<file path="config.mk">
export PLATFORM = sky130hd
export DESIGN_NAME = adc_scan_seq
export DESIGN_NICKNAME = d
export VERILOG_FILES = /design/src/rtl/adc_scan_pkg.sv /design/src/rtl/adc_chan_pick.sv /design/src/rtl/adc_spi_frame.sv /design/src/rtl/adc_result_buf.sv /design/src/rtl/adc_scan_seq.sv
export SDC_FILE = /design/constraint.sdc
export NUM_CORES = 1
export LEC_CHECK = 0
export ABC_AREA = 1
export BUFFER_PORTS_ARGS = -buffer_cell sky130_fd_sc_hd__buf_4
export CORE_MARGIN = 5
export CORE_UTILIZATION = 68
export CTS_BUF_LIST = sky130_fd_sc_hd__clkbuf_2
export DETAILED_ROUTE_END_ITERATION = 8
export HOLD_SLACK_MARGIN = 0.05
export PLACE_DENSITY = 0.88
export SYNTH_ARGS = -nofsm -noshare
export SYNTH_HDL_FRONTEND = slang
export SYNTH_HIERARCHICAL = 1
export SYNTH_SLANG_ARGS = --single-unit
</file>
<file path="constraint.sdc">
create_clock -name clk -period 4.65 [get_ports clk]
set_input_delay 0.93 -clock clk [delete_from_list [all_inputs] [get_ports clk]]
set_output_delay 0.93 -clock clk [all_outputs]
set_load 0.01 [all_outputs]
</file>
<file path="src/rtl/adc_scan_pkg.sv">
package adc_scan_pkg;

  localparam int FRAME_W = 16;
  localparam int DATA_W  = 12;
  localparam int TAG_W   = 4;
  localparam int PAD_W   = 4;

  typedef enum logic [1:0] {
    SQ_IDLE,
    SQ_LAUNCH,
    SQ_WAIT,
    SQ_FINISH
  } seq_state_e;

  typedef enum logic [1:0] {
    FR_IDLE,
    FR_SHIFT,
    FR_GAP
  } frame_state_e;

  // Control word assembly; the sequence setting is split over bits 10 and 3.
  function automatic logic [FRAME_W-1:0] build_frame(
    input logic [2:0] chan,
    input logic [1:0] pmode,
    input logic [1:0] seq,
    input logic       rng,
    input logic       coding
  );
    logic [DATA_W-1:0] w;
    w       = '0;
    w[11]   = 1'b1;
    w[10]   = seq[1];
    w[8:6]  = chan;
    w[5:4]  = pmode;
    w[3]    = seq[0];
    w[1]    = rng;
    w[0]    = coding;
    return {w, {PAD_W{1'b0}}};
  endfunction

endpackage

</file>
<file path="src/rtl/adc_chan_pick.sv">
module adc_chan_pick #(
  parameter int NUM_CH = 8,
  localparam int CH_W  = $clog2(NUM_CH)
) (
  input  logic [NUM_CH-1:0] remain_i,
  output logic [CH_W-1:0]   next_ch_o,
  output logic              any_o
);

  // Lowest set bit wins: scan from the top so the last hit is the lowest.
  always_comb begin
    next_ch_o = '0;
    any_o     = 1'b0;
    for (int i = NUM_CH - 1; i >= 0; i--) begin
      if (remain_i[i]) begin
        next_ch_o = CH_W'(i);
        any_o     = 1'b1;
      end
    end
  end

endmodule

</file>
<file path="src/rtl/adc_spi_frame.sv">
module adc_spi_frame
  import adc_scan_pkg::*;
#(
  parameter int CLK_DIV = 2,
  localparam int DIV_W  = (CLK_DIV > 1) ? $clog2(CLK_DIV) : 1,
  localparam int BIT_W  = $clog2(FRAME_W)
) (
  input  logic               clk,
  input  logic               rst_n,
  input  logic               start_i,
  input  logic [FRAME_W-1:0] tx_frame_i,
  output logic               ready_o,
  output logic               done_o,
  output logic [FRAME_W-1:0] rx_frame_o,
  output logic               sclk_o,
  output logic               cs_n_o,
  output logic               mosi_o,
  input  logic               miso_i
);

  frame_state_e       st_q, st_d;
  logic [DIV_W-1:0]   div_q, div_d;
  logic [BIT_W-1:0]   bit_q, bit_d;
  logic               sclk_q, sclk_d;
  logic               cs_n_q, cs_n_d;
  logic [FRAME_W-1:0] tx_q, tx_d;
  logic [FRAME_W-1:0] rx_q, rx_d;
  logic               done_q, done_d;
  logic               tick;

  assign tick = (div_q == DIV_W'(CLK_DIV - 1));

  always_comb begin
    st_d   = st_q;
    div_d  = div_q;
    bit_d  = bit_q;
    sclk_d = sclk_q;
    cs_n_d = cs_n_q;
    tx_d   = tx_q;
    rx_d   = rx_q;
    done_d = 1'b0;
    case (st_q)
      FR_IDLE: begin
        if (start_i) begin
          st_d   = FR_SHIFT;
          cs_n_d = 1'b0;
          tx_d   = tx_frame_i;
          div_d  = '0;
          bit_d  = '0;
          sclk_d = 1'b1;
        end
      end
      FR_SHIFT: begin
        if (tick) begin
          div_d = '0;
          if (sclk_q) begin
            sclk_d = 1'b0;
            rx_d   = {rx_q[FRAME_W-2:0], miso_i};
          end else begin
            sclk_d = 1'b1;
            tx_d   = {tx_q[FRAME_W-2:0], 1'b0};
            if (bit_q == BIT_W'(FRAME_W - 1)) begin
              st_d   = FR_GAP;
              cs_n_d = 1'b1;
              done_d = 1'b1;
            end else begin
              bit_d = bit_q + BIT_W'(1);
            end
          end
        end else begin
          div_d = div_q + DIV_W'(1);
        end
      end
      FR_GAP: begin
        if (tick) begin
          st_d  = FR_IDLE;
          div_d = '0;
        end else begin
          div_d = div_q + DIV_W'(1);
        end
      end
      default: st_d = FR_IDLE;
    endcase
  end

  always_ff @(posedge clk or negedge rst_n) begin
    if (!rst_n) begin
      st_q   <= FR_IDLE;
      div_q  <= '0;
      bit_q  <= '0;
      sclk_q <= 1'b1;
      cs_n_q <= 1'b1;
      tx_q   <= '0;
      rx_q   <= '0;
      done_q <= 1'b0;
    end else begin
      st_q   <= st_d;
      div_q  <= div_d;
      bit_q  <= bit_d;
      sclk_q <= sclk_d;
      cs_n_q <= cs_n_d;
      tx_q   <= tx_d;
      rx_q   <= rx_d;
      done_q <= done_d;
    end
  end

  assign ready_o    = (st_q == FR_IDLE);
  assign done_o     = done_q;
  assign rx_frame_o = rx_q;
  assign sclk_o     = sclk_q;
  assign cs_n_o     = cs_n_q;
  assign mosi_o     = ~cs_n_q & tx_q[FRAME_W-1];

  // clock idles high whenever the device is deselected
  a_r5_sclk_idle_high: assert property (@(posedge clk) disable iff (!rst_n)
    cs_n_o |-> sclk_o);

  // MOSI does not move on the sampling (falling) edge
  a_r5_mosi_stable: assert property (@(posedge clk) disable iff (!rst_n)
    $fell(sclk_o) |-> $stable(mosi_o));

  // chip select stays high for at least one cycle after each frame
  a_r5_cs_gap: assert property (@(posedge clk) disable iff (!rst_n)
    $rose(cs_n_o) |=> cs_n_o);

endmodule

</file>
<file path="src/rtl/adc_result_buf.sv">
module adc_result_buf
  import adc_scan_pkg::*;
#(
  parameter int NUM_CH = 8,
  localparam int CH_W  = $clog2(NUM_CH)
) (
  input  logic              clk,
  input  logic              wr_en_i,
  input  logic [CH_W-1:0]   wr_pos_i,
  input  logic [DATA_W-1:0] wr_data_i,
  input  logic              wr_err_i,
  input  logic [CH_W-1:0]   rd_pos_i,
  output logic [DATA_W-1:0] rd_data_o,
  output logic              rd_err_o
);

  logic [DATA_W:0] entry_q [NUM_CH];

  for (genvar g = 0; g < NUM_CH; g++) begin : g_entry
    logic hit;
    assign hit = wr_en_i && (wr_pos_i == CH_W'(g));
    always_ff @(posedge clk) begin
      if (hit) begin
        entry_q[g] <= {wr_err_i, wr_data_i};
      end
    end
  end

  assign rd_data_o = entry_q[rd_pos_i][DATA_W-1:0];
  assign rd_err_o  = entry_q[rd_pos_i][DATA_W];

endmodule

</file>
<file path="src/rtl/adc_scan_seq.sv">
module adc_scan_seq
  import adc_scan_pkg::*;
#(
  parameter int         NUM_CH    = 8,
  parameter int         CLK_DIV   = 2,
  parameter logic [1:0] PWR_MODE  = 2'd3,
  parameter logic       RANGE_REF = 1'b1,
  parameter logic       CODE_BIN  = 1'b1,
  localparam int        CH_W      = $clog2(NUM_CH)
) (
  input  logic              clk,
  input  logic              rst_n,
  input  logic              start_i,
  input  logic [NUM_CH-1:0] ch_mask_i,
  output logic              sclk_o,
  output logic              cs_n_o,
  output logic              mosi_o,
  input  logic              miso_i,
  output logic              busy_o,
  output logic              done_o,
  output logic              res_valid_o,
  output logic [CH_W-1:0]   res_chan_o,
  output logic [CH_W-1:0]   res_pos_o,
  output logic [DATA_W-1:0] res_data_o,
  output logic              res_err_o,
  input  logic [CH_W-1:0]   rd_pos_i,
  output logic [DATA_W-1:0] rd_data_o,
  output logic              rd_err_o
);

  localparam logic [1:0] SEQ_OFF = 2'b00;

  // reset: asynchronous assertion, synchronous release
  logic [1:0] rs_q;
  logic       rst_int_n;
  always_ff @(posedge clk or negedge rst_n) begin
    if (!rst_n) rs_q <= 2'b00;
    else        rs_q <= {rs_q[0], 1'b1};
  end
  assign rst_int_n = rs_q[1];

  seq_state_e         st_q, st_d;
  logic [NUM_CH-1:0]  remain_q, remain_d;
  logic               sent_vld_q, sent_vld_d;
  logic [CH_W-1:0]    sent_ch_q, sent_ch_d;
  logic               exp_vld_q, exp_vld_d;
  logic [CH_W-1:0]    exp_ch_q, exp_ch_d;
  logic               last_q, last_d;
  logic [CH_W-1:0]    pos_q, pos_d;
  logic               val_q, val_d;
  logic [CH_W-1:0]    rchan_q, rchan_d;
  logic [CH_W-1:0]    rpos_q, rpos_d;
  logic [DATA_W-1:0]  rdata_q, rdata_d;
  logic               rerr_q, rerr_d;

  logic [CH_W-1:0]    next_ch;
  logic               any_left;
  logic               frame_start;
  logic [FRAME_W-1:0] tx_frame;
  logic               f_ready;
  logic               f_done;
  logic [FRAME_W-1:0] rx_frame;
  logic               wr_en;
  logic               tag_bad;

  adc_chan_pick #(.NUM_CH(NUM_CH)) i_pick (
    .remain_i  (remain_q),
    .next_ch_o (next_ch),
    .any_o     (any_left)
  );

  assign tx_frame = any_left ? build_frame(3'(next_ch), PWR_MODE, SEQ_OFF, RANGE_REF, CODE_BIN)
                             : '0;

  adc_spi_frame #(.CLK_DIV(CLK_DIV)) i_frame (
    .clk        (clk),
    .rst_n      (rst_int_n),
    .start_i    (frame_start),
    .tx_frame_i (tx_frame),
    .ready_o    (f_ready),
    .done_o     (f_done),
    .rx_frame_o (rx_frame),
    .sclk_o     (sclk_o),
    .cs_n_o     (cs_n_o),
    .mosi_o     (mosi_o),
    .miso_i     (miso_i)
  );

  assign tag_bad = (rx_frame[FRAME_W-1 -: TAG_W] != TAG_W'(exp_ch_q));

  always_comb begin
    st_d        = st_q;
    remain_d    = remain_q;
    sent_vld_d  = sent_vld_q;
    sent_ch_d   = sent_ch_q;
    exp_vld_d   = exp_vld_q;
    exp_ch_d    = exp_ch_q;
    last_d      = last_q;
    pos_d       = pos_q;
    val_d       = 1'b0;
    rchan_d     = rchan_q;
    rpos_d      = rpos_q;
    rdata_d     = rdata_q;
    rerr_d      = rerr_q;
    frame_start = 1'b0;
    wr_en       = 1'b0;
    case (st_q)
      SQ_IDLE: begin
        if (start_i) begin
          if (|ch_mask_i) begin
            st_d       = SQ_LAUNCH;
            remain_d   = ch_mask_i;
            sent_vld_d = 1'b0;
            pos_d      = '0;
          end else begin
            st_d = SQ_FINISH;
          end
        end
      end
      SQ_LAUNCH: begin
        if (f_ready) begin
          frame_start = 1'b1;
          exp_vld_d   = sent_vld_q;
          exp_ch_d    = sent_ch_q;
          sent_vld_d  = any_left;
          sent_ch_d   = next_ch;
          last_d      = ~any_left;
          if (any_left) remain_d[next_ch] = 1'b0;
          st_d = SQ_WAIT;
        end
      end
      SQ_WAIT: begin
        if (f_done) begin
          if (exp_vld_q) begin
            val_d   = 1'b1;
            wr_en   = 1'b1;
            rchan_d = exp_ch_q;
            rpos_d  = pos_q;
            rdata_d = rx_frame[DATA_W-1:0];
            rerr_d  = tag_bad;
            pos_d   = pos_q + CH_W'(1);
          end
          st_d = last_q ? SQ_FINISH : SQ_LAUNCH;
        end
      end
      SQ_FINISH: st_d = SQ_IDLE;
      default:   st_d = SQ_IDLE;
    endcase
  end

  always_ff @(posedge clk or negedge rst_int_n) begin
    if (!rst_int_n) begin
      st_q       <= SQ_IDLE;
      remain_q   <= '0;
      sent_vld_q <= 1'b0;
      sent_ch_q  <= '0;
      exp_vld_q  <= 1'b0;
      exp_ch_q   <= '0;
      last_q     <= 1'b0;
      pos_q      <= '0;
      val_q      <= 1'b0;
      rchan_q    <= '0;
      rpos_q     <= '0;
      rdata_q    <= '0;
      rerr_q     <= 1'b0;
    end else begin
      st_q       <= st_d;
      remain_q   <= remain_d;
      sent_vld_q <= sent_vld_d;
      sent_ch_q  <= sent_ch_d;
      exp_vld_q  <= exp_vld_d;
      exp_ch_q   <= exp_ch_d;
      last_q     <= last_d;
      pos_q      <= pos_d;
      val_q      <= val_d;
      rchan_q    <= rchan_d;
      rpos_q     <= rpos_d;
      rdata_q    <= rdata_d;
      rerr_q     <= rerr_d;
    end
  end

  adc_result_buf #(.NUM_CH(NUM_CH)) i_buf (
    .clk       (clk),
    .wr_en_i   (wr_en),
    .wr_pos_i  (pos_q),
    .wr_data_i (rx_frame[DATA_W-1:0]),
    .wr_err_i  (tag_bad),
    .rd_pos_i  (rd_pos_i),
    .rd_data_o (rd_data_o),
    .rd_err_o  (rd_err_o)
  );

  assign busy_o      = (st_q == SQ_LAUNCH) || (st_q == SQ_WAIT);
  assign done_o      = (st_q == SQ_FINISH);
  assign res_valid_o = val_q;
  assign res_chan_o  = rchan_q;
  assign res_pos_o   = rpos_q;
  assign res_data_o  = rdata_q;
  assign res_err_o   = rerr_q;

  // end of scan is signalled only with the bus idle
  a_r9_done_bus_idle: assert property (@(posedge clk) disable iff (!rst_int_n)
    done_o |-> (cs_n_o && sclk_o));

  // samples are published in the inter-frame gap
  a_r6_valid_in_gap: assert property (@(posedge clk) disable iff (!rst_int_n)
    res_valid_o |-> cs_n_o);

  // a start during a scan never aborts it
  a_r10_start_ignored: assert property (@(posedge clk) disable iff (!rst_int_n)
    (busy_o && start_i) |=> (busy_o || done_o));

  // empty mask finishes in one cycle with no bus activity
  a_r11_empty_mask: assert property (@(posedge clk) disable iff (!rst_int_n)
    (st_q == SQ_IDLE && start_i && ch_mask_i == '0) |=> (done_o && cs_n_o));

endmodule

</file>
==> results.sh, run 1 <==
export IMPL_yosysSeqAreaShare=0.587
export IMPL_cts_tree="done"
export IMPL_start_kind="input port"
export IMPL_root_buffer="clkbuf_2"
export IMPL_synth_edf_count=104
export IMPL_antenna_found_initial=0
export IMPL_ys_types=37
export IMPL_clkPwrFrac=0.171
export IMPL_routed_wirelength_um=18100
export IMPL_p_per_area_mw_per_mm2=495
export IMPL_htreeDepth=4
export IMPL_switching_share=0.389
export IMPL_crit_required_ps=3720
export IMPL_critPathArrivalTime_ps=2230
export IMPL_via_per_inst=5.24
export IMPL_cts_path_max_buffers=2
export IMPL_p_leak_nw=4.90
export IMPL_grt_overflow=0
export IMPL_worstSkewPairLatency_ps=720
export IMPL_cp_num_buf_inv=3
export IMPL_cp_cell_sequence="buf_4 > inv_6 > nand2_1 > nand3_1 > nand2_1 > nand2_1 > nand2_1 > buf_4"
export IMPL_dieArea_mm2=0.0156
export IMPL_finalPower_mw=4.78
export IMPL_clk_transition_reported_paths_ps=260
export IMPL_final_setup_viol_count=0
export IMPL_die_y_um=125
export IMPL_tns_ps=0
export IMPL_place_congestion=0.850
export IMPL_crit_type="input port to output pin"
export IMPL_min_period_over_period=0.679
export IMPL_drc=0
export IMPL_ir_drop_mv=0.393
export IMPL_final_nets=1081
export IMPL_portBuffers=52
export IMPL_drtIter0Drc=760
export IMPL_ys_warn_count=6
export IMPL_fp_row_count=42
export IMPL_final_common_cell="nand2_1"
export IMPL_grt_max_degree=85
export IMPL_firstDrtPassIters=5
export IMPL_syn_inst=1001
export IMPL_p_int_mw=2.92
export IMPL_io_pins=53
export IMPL_maxCapViolCount=0
export IMPL_critPathSlowestCell="buf_4"
export IMPL_final_hold_viol_count=0
export IMPL_postCtsHoldBufs=1
export IMPL_syn_cell_area_mm2=0.00898
export IMPL_clock_sinks=190
export IMPL_die_x_um=125
export IMPL_p_seq_frac=0.520
export IMPL_endpoint_kind="output pin"
export IMPL_core_area_mm2=0.0131
export IMPL_max_freq_mhz=317
export IMPL_vias=6511
export IMPL_slowest_delay_ps=430
export IMPL_synth_area_per_cell_um2=8.97
export IMPL_grt_setup_unrepaired="false"
export IMPL_cp_max_fo=53
export IMPL_track_usage=0.241
export IMPL_fin_skew_ps=32.6
export IMPL_hp_class="register to register"
export IMPL_start_util=0.687
export IMPL_ys_ff_latch=190
export IMPL_grt_pass1_wl_um=30300
export IMPL_p_sw_mw=1.86
export IMPL_ant_nets=0
export IMPL_cts_setup_buffers=0
export IMPL_yosys_most_used_dff="edfxtp_1"
export IMPL_max_slew_margin=0.294
export IMPL_fin_crit_ps=3160
export IMPL_async_reset_ff_frac=0.453
export IMPL_cts_buffers=17
export IMPL_finalMaxSlewViolations=0
export IMPL_layout_common_cells="nand2_1, inv_1, edfxtp_1"
export IMPL_wl_per_cell_um=14.6
export IMPL_outcome="completed"
export IMPL_cts_resized=0
export IMPL_drive_gt1_frac=0.128
export IMPL_tightest_slew_ps=1060
export IMPL_n_antenna_cell=0
export IMPL_pwr_share_comb=0.309
export IMPL_grt_pass1_vias=6254
export IMPL_cpMostUsedCell="nand2_1"
export IMPL_layout_area_overhead_vs_synth_pct=7.60
export IMPL_path_delay_family="buffers and inverters"
export IMPL_dp_hpwl_um=11800
[stage by stage]
stage	instances	util	cell area, um2	hold WS (ps)	worst slack, ps
3_3_place_gp	1210	0.719	9410	336	1540
4_1_cts	1243	0.739	9670	386	1490
3_5_place_dp	1210	0.719	9410	340	1500
2_1_floorplan	1008	-	9010	331	2080
6_report	1243	0.739	9670	389	1490
5_1_grt	1243	0.739	9670	374	1320
[per-layer routing]
layer	track usage	up-vias	wire (um)
met4	0.0791	0	390
met1	0.313	3039	7500
met3	0.0461	28	1130
met2	0.413	214	9070
met5	0	-	0
li1	-	3230	-
[worst paths after layout]
| kind | slack, ps | depth (start not counted) | startpoint | end |
|---|---|---|---|---|
| worst max register to register | 2090 | 4 | i_frame/st_q[1]$_DFFE_PN0P_ | i_frame/rx_frame_o[11]$_DFFE_PN0P_ |
| worst min register to register | 390 | 0 | rs_q[0]$_DFF_PN0_ | rs_q[1]$_DFF_PN0_ |
| worst max-delay path | 1490 | 8 | rd_pos_i[0] | rd_data_o[10] |
| worst min-delay path | 390 | 0 | rs_q[0]$_DFF_PN0_ | rs_q[1]$_DFF_PN0_ |
| max in group asynchronous | 3410 | 0 | rs_q[1]$_DFF_PN0_ | i_frame/bit_q[1]$_DFFE_PN0P_ |
| min in group asynchronous | 470 | 2 | rst_n | rs_q[1]$_DFF_PN0_ |
[Yosys cell counts (12+ instances only)]
master	instances	area, um2
edfxtp_1	104	3120
nor2_1	36	135
or2_2	12	75.1
inv_1	160	601
nand4_1	13	81.3
o21ai_1	24	120
a21oi_1	13	65.1
nand3_1	73	365
ha_1	12	150
nand2_1	362	1360
dfrtp_1	84	2100
o21ai_0	27	135
buf_6	14	158
[worst register-to-register path, cell delays in order (launching register included)]
cell,delay [ps]
dfrtp_1,480
inv_1,130
ha_1,790
nand3_2,710
o21ai_0,390
[sequential cells by signal, indices dropped and copies added, names as in the netlist, 2 cells and up]
name and count:
i_frame/rx_frame_o 16, sent_ch_q 3, exp_ch_q 3, res_pos_o 3, rs_q 2, res_data_o 12, i_buf/entry_q 104, pos_q 3
i_frame/st_q 2, st_q 2, remain_q 8, i_frame/tx_q 16, i_frame/bit_q 4, res_chan_o 3
[power groups by stage]
stage               logic (mW)  clock network [mW]  registers, mW
floorplan                 1.22                   0           2.40
global placement          1.40                   0           2.50
detailed placement        1.46                   0           2.52
CTS                       1.47               0.838           2.48
global route              1.68               0.921           2.53
finish                    1.48               0.817           2.49
[cell families after synthesis]
group | Yosys count | share of synthesized area
AOI/OAI and AO/OA | 72 | 0.0429
buffers and inverters | 202 | 0.103
DFF | 190 | 0.587
and+or+nand+nor | 521 | 0.248
other | 2 | 0.000836
xor gates and xnor gates | 2 | 0.00195
adders and majority gates | 12 | 0.0167
[cell type report]
cell class	count	area [um2]
flip-flops and latches	190	5280
fillers	955	3420
multi-input cells	616	2810
inverters	168	643
repair buffers	61	460
well taps	176	220
clock inverters	15	165
clock buffers	17	85.1
(Power assumes the default switching activity.)
==> inputs of run 2 (changes only) <==
ABC_AREA = 0   (was 1)
CORE_UTILIZATION = 63   (was 68)
PLACE_DENSITY = 0.82   (was 0.88)
clock period = 3.3 ns   (was 4.65 ns; I/O delays follow)
==> run 2 against run 1 <==
Combinational power is 88% lower. Count of clock-buffer cells in the layout did not move. Hold slack worse by 230 ps. Non-clock buffer count grew 5. Synthesized cell count shrank 49%. Area after synthesis shrank 9.1%. Global-route usage decreased by 3.9 points. Sequential power grew 4%. Routed wire length down 22%.
==> results.sh, run 2 <==
export IMPL_outcome="completed"
export IMPL_die_y_um=124
export IMPL_synth_area_per_cell_um2=16.0
export IMPL_ys_types=63
export IMPL_synth_edf_count=104
export IMPL_drive_gt1_frac=0.286
export IMPL_fin_crit_ps=2770
export IMPL_drc=0
export IMPL_async_reset_ff_frac=0.453
export IMPL_synth_most_common_cell="edfxtp_1"
export IMPL_max_slew_margin=0.294
export IMPL_io_pins=53
export IMPL_syn_inst=512
export IMPL_timing_rr_start="st_q[1]$_DFFE_PN0P_"
export IMPL_grt_pass1_vias=4661
export IMPL_tns_ps=0
export IMPL_hp_class="input port to register"
export IMPL_max_freq_mhz=361
export IMPL_layout_area_overhead_vs_synth_pct=9.96
export IMPL_hp_start="ch_mask_i[0]"
export IMPL_p_per_area_mw_per_mm2=420
export IMPL_finalMaxSlewViolations=0
export IMPL_grt_use_met2=0.356
export IMPL_crit_start="i_buf/entry_q[6][0]$_DFFE_PP_"
export IMPL_ir_drop_mv=0.206
export IMPL_grt_pass1_wl_um=23300
export IMPL_p_leak_nw=3.81
export IMPL_met1_usage=0.253
export IMPL_layout_common_cells="edfxtp_1, dfrtp_1, buf_4"
export IMPL_final_hold_viol_count=0
export IMPL_endpoint_kind="output pin"
export IMPL_root_buffer="clkbuf_2"
export IMPL_via_per_inst=5.84
export IMPL_portBuffers=52
export IMPL_drtIter0Drc=318
export IMPL_firstDrtPassIters=4
export IMPL_htreeDepth=4
export IMPL_crit_type="register to output pin"
export IMPL_largest_register_ffs=104
export IMPL_maxCapViolCount=0
export IMPL_final_setup_viol_count=0
export IMPL_die_x_um=124
export IMPL_final_nets=610
export IMPL_multi_input_area_mm2=0.00273
export IMPL_fin_hold_ws_ps=156
export IMPL_dieArea_mm2=0.0153
export IMPL_vias=4482
export IMPL_n_fill_cell=831
export IMPL_yosysSeqAreaShare=0.646
export IMPL_use_met3=0.0427
export IMPL_cts_buffers=17
export IMPL_ys_ff_latch=190
export IMPL_synth_area_leader_cell="edfxtp_1"
export IMPL_finalPower_mw=3.77
export IMPL_ant_nets=0
export IMPL_grt_overflow=0
export IMPL_cts_path_max_buffers=2
export IMPL_syn_cell_area_mm2=0.00817
export IMPL_antenna_found_initial=0
export IMPL_core_area_mm2=0.0127
export IMPL_clk_transition_reported_paths_ps=250
export IMPL_regToRegSetupSlack_ps=720
export IMPL_min_period_over_period=0.839
export IMPL_seq_area_mm2=0.00528
export IMPL_cts_tree="done"
export IMPL_start_util=0.645
export IMPL_dp_hpwl_um=9170
export IMPL_grt_max_degree=85
export IMPL_fp_row_count=41
export IMPL_crit_required_ps=2640
export IMPL_grt_setup_unrepaired="false"
export IMPL_routed_wirelength_um=14000
export IMPL_synth_area_leaders="edfxtp_1, dfrtp_1, mux4_1"
export IMPL_clock_sinks=190
export IMPL_instances_no_fill=767
export IMPL_cts_setup_buffers=0
export IMPL_critPathArrivalTime_ps=2110
export IMPL_top_register="i_buf/entry_q"
export IMPL_dp_cells=735
export IMPL_fin_skew_ps=22.0
export IMPL_synth_common_cells="edfxtp_1, dfrtp_1, mux2_2"
export IMPL_synth_top_area_frac=0.382
export IMPL_cp_max_fo=1
export IMPL_start_kind="register"
export IMPL_grt_busiest_layer="met2"
export IMPL_track_usage=0.202
export IMPL_place_congestion=0.833
export IMPL_n_antenna_cell=0
export IMPL_ys_warn_count=6
export IMPL_worstSkewPairLatency_ps=730
export IMPL_yosys_most_used_dff="edfxtp_1"
export IMPL_wl_per_cell_um=18.3
export IMPL_tightest_slew_ps=1060
export IMPL_final_common_cell="edfxtp_1"
## run 2: routing by layer
metal,up-vias,wire length (um)
met3,16,640
met2,100,7500
li1,2100,-
met4,0,161
met5,-,0
met1,2266,5730
## run 2: worst max-delay path: stages, from the launching register on
cell and delay (ps):
edfxtp_1 420, mux4_1 510, mux2_2 300, buf_4 150
## run 2: path summary, 6_finish.rpt
kind,end,depth (start not counted)
hold / removal,remain_q[0]$_DFFE_PN0P_,2
min in group asynchronous,rs_q[1]$_DFF_PN0_,2
hold reg to reg,rs_q[1]$_DFF_PN0_,0
max in group asynchronous,i_frame/st_q[1]$_DFFE_PN0P_,0
setup / recovery,rd_data_o[0],3
setup reg to reg,i_frame/bit_q[1]$_DFFE_PN0P_,9
## run 2: cell type report
class	count	share of cell area
timing repair buffer	66	0.0554
clock inverter	14	0.0132
clock buffer	17	0.00947
tap	172	0.0240
sequential	190	0.588
inverter	15	0.00627
multi-input combinational	293	0.304
## run 2: logic make-up (layout without fill, tap and decap cells)
kind of cell / Yosys count / count (layout) / share of synthesized area
AOI/OAI and AO/OA: 71 / 71 / 0.0626
xor gates and xnor gates: 3 / 3 / 0.00322
adders and majority gates: 12 / 12 / 0.0184
buffers and inverters: 36 / 112 / 0.0242
DFF: 190 / 190 / 0.646
muxes: 97 / 97 / 0.178
other: 2 / 9 / 0.000919
and+or+nand+nor: 101 / 101 / 0.0663
## run 2: where the power goes
group	internal (mW)	leakage, nW	total (mW)	switching [mW]
clock network	0.267	0.123	1.01	0.742
registers	2.53	2.03	2.59	0.0549
logic	0.0949	1.67	0.174	0.0787
total	2.89	3.81	3.77	0.875
## run 2: repair_timing
item                                   4_1_cts  5_1_grt
endpoints found under the hold margin        2        0
hold buffers                                 1        0
gates resized for setup                      0        0
## run 2: metrics by stage
step           utilization  instance area (um2)  setup slack [ps]
2_1_floorplan            -                 8200               731
3_3_place_gp         0.692                 8770               600
3_5_place_dp         0.692                 8770               546
4_1_cts              0.709                 8980               434
5_1_grt              0.709                 8980               389
6_report             0.709                 8980               532
==> inputs of run 3 (changes only) <==
clock period = 2.65 ns   (was 3.3 ns; I/O delays follow)
==> run 3 against run 2 <==
Global-route usage grew 1.4 points. Design area increased by 2.7%. Sequential cell count did not move. Sequential power up 24%. Largest cell class unchanged. Via count increased by 2.2%. Clock skew hardly changed.
==> results.sh, run 3 (same netlist as run 2, synthesis figures left out) <==
export IMPL_outcome="completed"
export IMPL_largest_register_ffs=104
export IMPL_portBuffers=52
export IMPL_grt_overflow=0
export IMPL_endpoint_kind="output pin"
export IMPL_cts_buffers=17
export IMPL_final_hold_viol_count=0
export IMPL_finalWorstSetupSlack_ps=63.8
export IMPL_regToRegSetupSlack_ps=410
export IMPL_root_buffer="clkbuf_2"
export IMPL_reg2reg_depth=9
export IMPL_drtIter0Drc=332
export IMPL_core_area_mm2=0.0127
export IMPL_n_antenna_cell=0
export IMPL_crit_required_ps=2120
export IMPL_start_kind="register"
export IMPL_vias=4582
export IMPL_p_leak_nw=3.90
export IMPL_timing_rr_start="st_q[1]$_DFFE_PN0P_"
export IMPL_drc=0
export IMPL_die_y_um=124
export IMPL_place_ws_ps=292
export IMPL_place_congestion=0.835
export IMPL_drive_gt1_frac=0.327
export IMPL_maxCapViolCount=0
export IMPL_htreeDepth=4
export IMPL_cp_max_fo=1
export IMPL_firstDrtPassIters=4
export IMPL_final_common_cell="edfxtp_1"
export IMPL_via_per_inst=5.85
export IMPL_cts_setup_buffers=0
export IMPL_r2r_end="i_frame/bit_q[3]$_DFFE_PN0P_"
export IMPL_final_setup_viol_count=0
export IMPL_top_register="i_buf/entry_q"
export IMPL_fin_crit_ps=2590
export IMPL_antenna_found_initial=0
export IMPL_max_slew_margin=0.653
export IMPL_fin_skew_ps=21.9
export IMPL_final_nets=626
export IMPL_finalMaxSlewViolations=0
export IMPL_ant_nets=0
export IMPL_start_util=0.645
export IMPL_grt_pass1_vias=4707
export IMPL_max_freq_mhz=387
export IMPL_min_period_over_period=0.976
export IMPL_layout_common_cells="edfxtp_1, dfrtp_1, buf_4"
export IMPL_die_x_um=124
export IMPL_grt_pass1_wl_um=24800
export IMPL_ir_drop_mv=0.338
export IMPL_tightest_slew_ps=520
export IMPL_cts_path_max_buffers=2
export IMPL_wl_per_cell_um=19.2
export IMPL_dp_cells=741
export IMPL_worstSkewPairLatency_ps=720
export IMPL_clock_sinks=190
export IMPL_critPathArrivalTime_ps=2060
export IMPL_crit_type="register to output pin"
export IMPL_clk_transition_reported_paths_ps=240
export IMPL_cts_tree="done"
export IMPL_grt_setup_unrepaired="true"
export IMPL_fp_row_count=41
export IMPL_hp_class="register to asynchronous set/reset pin"
export IMPL_dp_hpwl_um=9720
export IMPL_routed_wirelength_um=15000
export IMPL_p_per_area_mw_per_mm2=538
export IMPL_instances_no_fill=783
export IMPL_track_usage=0.216
export IMPL_grt_max_degree=41
export IMPL_layout_area_overhead_vs_synth_pct=12.9
export IMPL_tns_ps=0
export IMPL_io_pins=53
export IMPL_dieArea_mm2=0.0153
run 3: cell types whose count changed in the layout (fill, tap and decap cells not counted), moves of 2 or more:
| cell | previous run | this run |
|---|---|---|
| buf_12 | 0 | 3 |
| dlygate4sd3_1 | 1 | 11 |
| mux2_2 | 56 | 43 |
| mux4_2 | 2 | 25 |
| buf_4 | 65 | 55 |
| buf_6 | 0 | 13 |
| mux4_1 | 24 | 1 |
| mux2_4 | 0 | 13 |
| bufinv_16 | 1 | 3 |
| clkinv_4 | 4 | 2 |
run 3: metal layers:
metal / up-vias / wire length, um / global-route usage
li1: 2110 / - / -
met1: 2332 / 6140 / 0.283
met2: 119 / 8020 / 0.370
met3: 21 / 665 / 0.0400
met4: 0 / 216 / 0.0664
met5: - / 0 / 0
run 3: stage by stage:
| step | utilization | instance area (um2) | power [mW] | hold WS [ps] |
|---|---|---|---|---|
| 6_report | 0.728 | 9220 | 4.96 | 311 |
| 5_1_grt | 0.728 | 9220 | 5.18 | 278 |
| 4_1_cts | 0.725 | 9180 | 4.98 | 272 |
| 3_5_place_dp | 0.699 | 8850 | 3.51 | 313 |
| 3_3_place_gp | 0.699 | 8850 | 3.49 | 312 |
| 2_1_floorplan | - | 8200 | 3.40 | 234 |
run 3: worst max-delay path by stage:
stage / from / to / slack (ps) / cells past startpoint
floorplan: rs_q[1]$_DFF_PN0_ / exp_ch_q[0]$_DFFE_PN0P_ / 80 / 0
global placement: rd_pos_i[0] / rd_data_o[11] / 330 / 5
detailed placement: rd_pos_i[0] / rd_data_o[11] / 290 / 5
CTS: i_buf/entry_q[4][8]$_DFFE_PP_ / rd_data_o[8] / -9 / 3
global route: i_buf/entry_q[7][10]$_DFFE_PP_ / rd_data_o[10] / -70 / 3
finish: i_buf/entry_q[5][6]$_DFFE_PP_ / rd_data_o[6] / 60 / 3
run 3: layout make-up:
cell class                      instances  area [um2]
Fill cell                             814        3450
Timing Repair Buffer                   82         729
Sequential cell                       190        5280
Clock buffer                           18        90.1
Clock inverter                         13         161
Inverter                               15        56.3
Multi-Input combinational cell        293        2690
Tap cell                              172         215
run 3: power by group:
part / internal [mW] / switching [mW]
combinational: 0.158 / 0.125
sequential: 3.15 / 0.0570
clock: 0.529 / 0.940
total: 3.84 / 1.12
run 3: repair_timing:
item,CTS,global route
setup endpoints to repair,12,13
endpoints found under the hold margin,11,0
resized for setup,28,21
hold buffers,11,0
run 3: worst max-delay path, cell delays in order (launching register included):
cell,delay (ps)
edfxtp_1,440
mux4_2,490
mux2_4,290
buf_6,120
